==> src/rtl/bseq_pkg.sv <==
// Package: shared types for the burst sequence generator.
// Assumes: the ordering mode is a single static select bit.
package bseq_pkg;
    typedef enum logic {
        ORD_LINEAR = 1'b0,
        ORD_XOR    = 1'b1
    } order_e;
endpackage

==> src/rtl/bseq_beat_ctr.sv <==
// Module: holds the captured start address and the beat index of the burst.
// Assumes: load_acc and step are mutually exclusive (the top gives load priority).
module bseq_beat_ctr #(
    parameter int AW = 2
) (
    input  logic          clk,
    input  logic          rst_n,
    input  logic          load_acc,
    input  logic          step,
    input  logic [AW-1:0] start_d,
    output logic [AW-1:0] start_q,
    output logic [AW-1:0] beat_q
);
    // Capture the start on load; clear on reset.
    always_ff @(posedge clk) begin
        if (!rst_n)        start_q <= '0;
        else if (load_acc) start_q <= start_d;
    end

    // Beat index: reset or load to zero, step wraps naturally modulo 2**AW.
    always_ff @(posedge clk) begin
        if (!rst_n)        beat_q <= '0;
        else if (load_acc) beat_q <= '0;
        else if (step)     beat_q <= beat_q + 1'b1;
    end
endmodule

==> src/rtl/bseq_order_map.sv <==
// Module: maps (start, beat index, ordering) onto the presented address.
// Assumes: pure combinational; the ordering select may change at any time.
module bseq_order_map #(
    parameter int AW = 2
) (
    input  logic             [AW-1:0] start,
    input  logic             [AW-1:0] beat,
    input  bseq_pkg::order_e          order,
    output logic             [AW-1:0] addr
);
    logic [AW-1:0] lin_addr;
    logic [AW-1:0] xor_addr;

    // Linear order: modular sum, carry out is dropped.
    assign lin_addr = start + beat;

    // Interleaved order: bitwise toggle, one generate slice per address bit.
    for (genvar b = 0; b < AW; b++) begin : g_xor
        assign xor_addr[b] = start[b] ^ beat[b];
    end

    // Select the ordering.
    always_comb begin
        addr = (order == bseq_pkg::ORD_XOR) ? xor_addr : lin_addr;
    end
endmodule

==> src/rtl/bseq_gen.sv <==
// Module: top of the burst address sequence generator.
// Assumes: sleep_i is held low by the system when unused; rst_n is synchronous, active low.
module bseq_gen #(
    parameter int AW = 2
) (
    input  logic          clk,
    input  logic          rst_n,
    input  logic          load_i,
    input  logic [AW-1:0] start_i,
    input  logic          adv_i,
    input  logic          ilv_i,
    input  logic          sleep_i,
    output logic [AW-1:0] addr_o,
    output logic          last_o
);
    localparam logic [AW-1:0] LAST_BEAT = {AW{1'b1}};

    logic             load_acc;
    logic             step;
    logic [AW-1:0]    start_q;
    logic [AW-1:0]    beat_q;
    logic [AW-1:0]    start_eff;
    logic [AW-1:0]    beat_eff;
    bseq_pkg::order_e order;

    // Qualify the strobes: standby blocks both, load outranks advance.
    always_comb begin
        load_acc = load_i & ~sleep_i;
        step     = adv_i & ~sleep_i & ~load_i;
        order    = bseq_pkg::order_e'(ilv_i);
    end

    bseq_beat_ctr #(.AW(AW)) u_ctr (
        .clk      (clk),
        .rst_n    (rst_n),
        .load_acc (load_acc),
        .step     (step),
        .start_d  (start_i),
        .start_q  (start_q),
        .beat_q   (beat_q)
    );

    // Bypass a loading start so beat 0 appears in the load cycle.
    always_comb begin
        start_eff = load_acc ? start_i : start_q;
        beat_eff  = load_acc ? '0      : beat_q;
    end

    bseq_order_map #(.AW(AW)) u_map (
        .start (start_eff),
        .beat  (beat_eff),
        .order (order),
        .addr  (addr_o)
    );

    // Final beat flag on the presented index.
    assign last_o = (beat_eff == LAST_BEAT);
endmodule

==> config.mk <==
export PLATFORM = sky130hd
export DESIGN_NAME = bseq_gen
export DESIGN_NICKNAME = d
export VERILOG_FILES = /design/src/rtl/bseq_pkg.sv /design/src/rtl/bseq_beat_ctr.sv /design/src/rtl/bseq_order_map.sv /design/src/rtl/bseq_gen.sv
export SDC_FILE = /design/constraint.sdc
export NUM_CORES = 1
export LEC_CHECK = 0
export ABC_AREA = 0
export BUFFER_PORTS_ARGS = -buffer_cell sky130_fd_sc_hd__clkbuf_2
export CORE_AREA = 2 2 39 41
export CTS_BUF_LIST = sky130_fd_sc_hd__clkbuf_16
export DETAILED_ROUTE_END_ITERATION = 6
export DIE_AREA = 0 0 41 43
export SLEW_MARGIN = 25
export SYNTH_ARGS = -nofsm -noshare
export SYNTH_HDL_FRONTEND = slang
export SYNTH_SLANG_ARGS = --single-unit
export TNS_END_PERCENT = 30
==> constraint.sdc <==
create_clock -name clk -period 3.85 [get_ports clk]
set_input_delay 1.155 -clock clk [delete_from_list [all_inputs] [get_ports clk]]
set_output_delay 1.155 -clock clk [all_outputs]
set_load 0.01 [all_outputs]
==> reports/metrics.yaml <==
cap_violations: 0
grt_pass1_wl_um: 807
post_cts_resized: 0
hold_end: "u_ctr.beat_q[1]"
setup_violations: 0
outcome: "finished, final reports clean"
ant_nets: 0
synthFlopType: "dfxtp_1"
placed_cell_area_um2: 315
htree_levels: 1
final_area_um2: 390
layout-drive-gt1-share_pct: 39.5
max-slew-margin-rel_pct: 88.9
initial_utilization_pct: 18.0
overflow: 0
reg2reg_to: "u_ctr.beat_q[0]"
ys_types: 18
p_per_area_nw_per_um2: 577
dieArea_um2: 1760
rsz0062_at_grt: "no"
post_drt_via_cell_ratio: 4.09
gp_congestion: 0.611
ys_seq_area_share_pct: 32.2
nets: 49
firstDrtPassIters: 1
syn2layout_area_growth_pct: 56.8
syn-num-nets: 35
rows: 14
power_mw: 0.225
synth.most_common_cell: "dfxtp_1"
leakagePower_nw: 0.195
synth_edf_count: 0
cp-end-kind: "output pin"
critPathArrivalTime_ns: 2.35
drt_wl_total_um: 536
clk_latency_ns: 0.22
cts_tree: "yes"
syn_area_um2: 249
die_w_um: 41
r2r_cells: 2
timing.final.crit_share_pct: 91.0
grt_antenna_before_repair: 0
ys_top_cells_by_area: "dfxtp_1 32%, mux2i_1 8.0%, a21boi_1 6.0%, mux2_4 6.0%, nand2b_4 5.5%"
synth_seq_cells: 4
die_y_um: 43
yosysTopAreaCellShare_pct: 32.2
tns_ns: 0
yosysTopAreaCell: "dfxtp_1"
grt_pass1_vias: 217
whs_path_depth: 2
startpoint_type: "input pin"
cts_made_buffers: 3
hold_path.class: "reg -> reg"
cp_cell_sequence: "clkbuf_2, nand2b_4, mux2_4, ha_1, nor2b_1, xnor2_1, clkbuf_2"
coreArea_um2: 1380
ys_warn_count: 0
ctsLongestPathBuffers: 2
max_stage_delay_ns: 0.31
syn_inst: 26
max_freq_ghz: 0.285
route.detailed.drc: 0
rr_startpoint: "u_ctr.beat_q[0]"
hold_violations: 0
path_common_cell: "clkbuf_2"
io_buffer_count: 10
clk_pin_slew_ns: 0.03
cts.sinks: 4
layout_min_cycle_time_ns: 3.51
n_fill_cell: 145
postCtsHoldBufs: 0
holdCritStartpoint: "u_ctr.beat_q[1]"
grt_use_total_pct: 7.84
async_reset_ff_share_pct: 0
crit_type: "in -> out"
max_slew.worst_pin.slew_ns: 0.162
grt_max_degree: 7
drt-initial-drc-count: 0
ff2ff_setup_slack_ns: 2.78
antenna_cells: 0
required_ns: 2.69
cts_setup_buffers: 0
syn_area_per_cell_um2: 9.58
root_buffer: "clkbuf_16"
cp_slowest_cell: "mux2_4"
peakVddDrop_mv: 0.189
ioPinCount: 11
skew_ns: 0.0000118
drv_slew: 0
via_count: 221
wire_per_inst_um: 9.93
critPathMaxFanout: 5
## layout make-up
class | count | area [µm²] | share of cell area [%]
multi-input combinational | 21 | 165 | 42.3
sequential | 4 | 80.1 | 20.5
clock buffer | 3 | 75.1 | 19.2
timing repair buffer | 10 | 50.0 | 12.8
tap | 16 | 20.0 | 5.13
## cells in the final DEF, fill, tap and decap left out, drive strengths merged
cell type	Yosys	final
clkbuf	1	13
dfxtp	4	4
and2	2	2
nor2b	2	2
mux2i	2	2
o21ai	2	2
a21boi	2	2
nand2b	1	1
mux2	1	1
and3	1	1
xor2	1	1
xnor2	1	1
nand2	1	1
or4	1	1
a21oi	1	1
or4b	1	1
nor2	1	1
ha	1	1
## kinds of logic (layout without fill, tap and decap cells)
kind of cell	count (synthesis)	after routing	synth area share (%)
compound gates	5	5	12.1
xor+xnor	2	2	7.04
buf+inv	1	13	1.51
fa+ha+maj	1	1	5.02
mux	3	3	14.1
flops	4	4	32.2
simple gates	10	10	28.1
## stage by stage
| step | hold slack (ns) | utilization, % | cells | setup WS, ns |
|---|---|---|---|---|
| 6_report | 0.521 | 28.2 | 54 | 0.345 |
| 5_1_grt | 0.548 | 28.2 | 54 | 0.248 |
| 4_1_cts | 0.523 | 28.2 | 54 | 0.331 |
| 3_5_place_dp | 0.519 | 22.8 | 51 | 0.332 |
| 3_3_place_gp | 0.517 | 22.8 | 51 | 0.346 |
| 2_1_floorplan | 0.485 | - | 26 | 0.541 |
## sequential cells by signal (all words and copies together), names as in the netlist
register / count
u_ctr.beat_q: 2
u_ctr.start_q: 2
## worst max-delay path: cells and delay by family
family | cells | cell delay, ns
adder cells (fa/ha/maj) | 1 | 0.19
XOR/XNOR | 1 | 0.14
buffers and inverters | 2 | 0.26
multiplexers | 1 | 0.31
AND/OR/NAND/NOR | 2 | 0.30
## worst max path at each step
stage               depth (start not counted)  startpoint         to
floorplan                                   5     sleep_i  addr_o[1]
global placement                            7     sleep_i  addr_o[1]
detailed placement                          7     sleep_i  addr_o[1]
CTS                                         7     sleep_i  addr_o[1]
global route                                7     sleep_i  addr_o[1]
finish                                      7     sleep_i  addr_o[1]
## power breakdown
group	internal (mW)	switching, mW
Sequential	0.0433	0.00105
Combinational	0.00979	0.00818
Clock	0.133	0.0300
## layer usage
metal  wire (µm)  vias to the layer above  GRT usage (%)
li1            -                      117              -
met1         180                       93           5.48
met2         280                        9           12.2
met3          56                        2           5.24
met4          18                        0           8.00
met5           0                        -              0
Power figures use the tool's default switching activity.
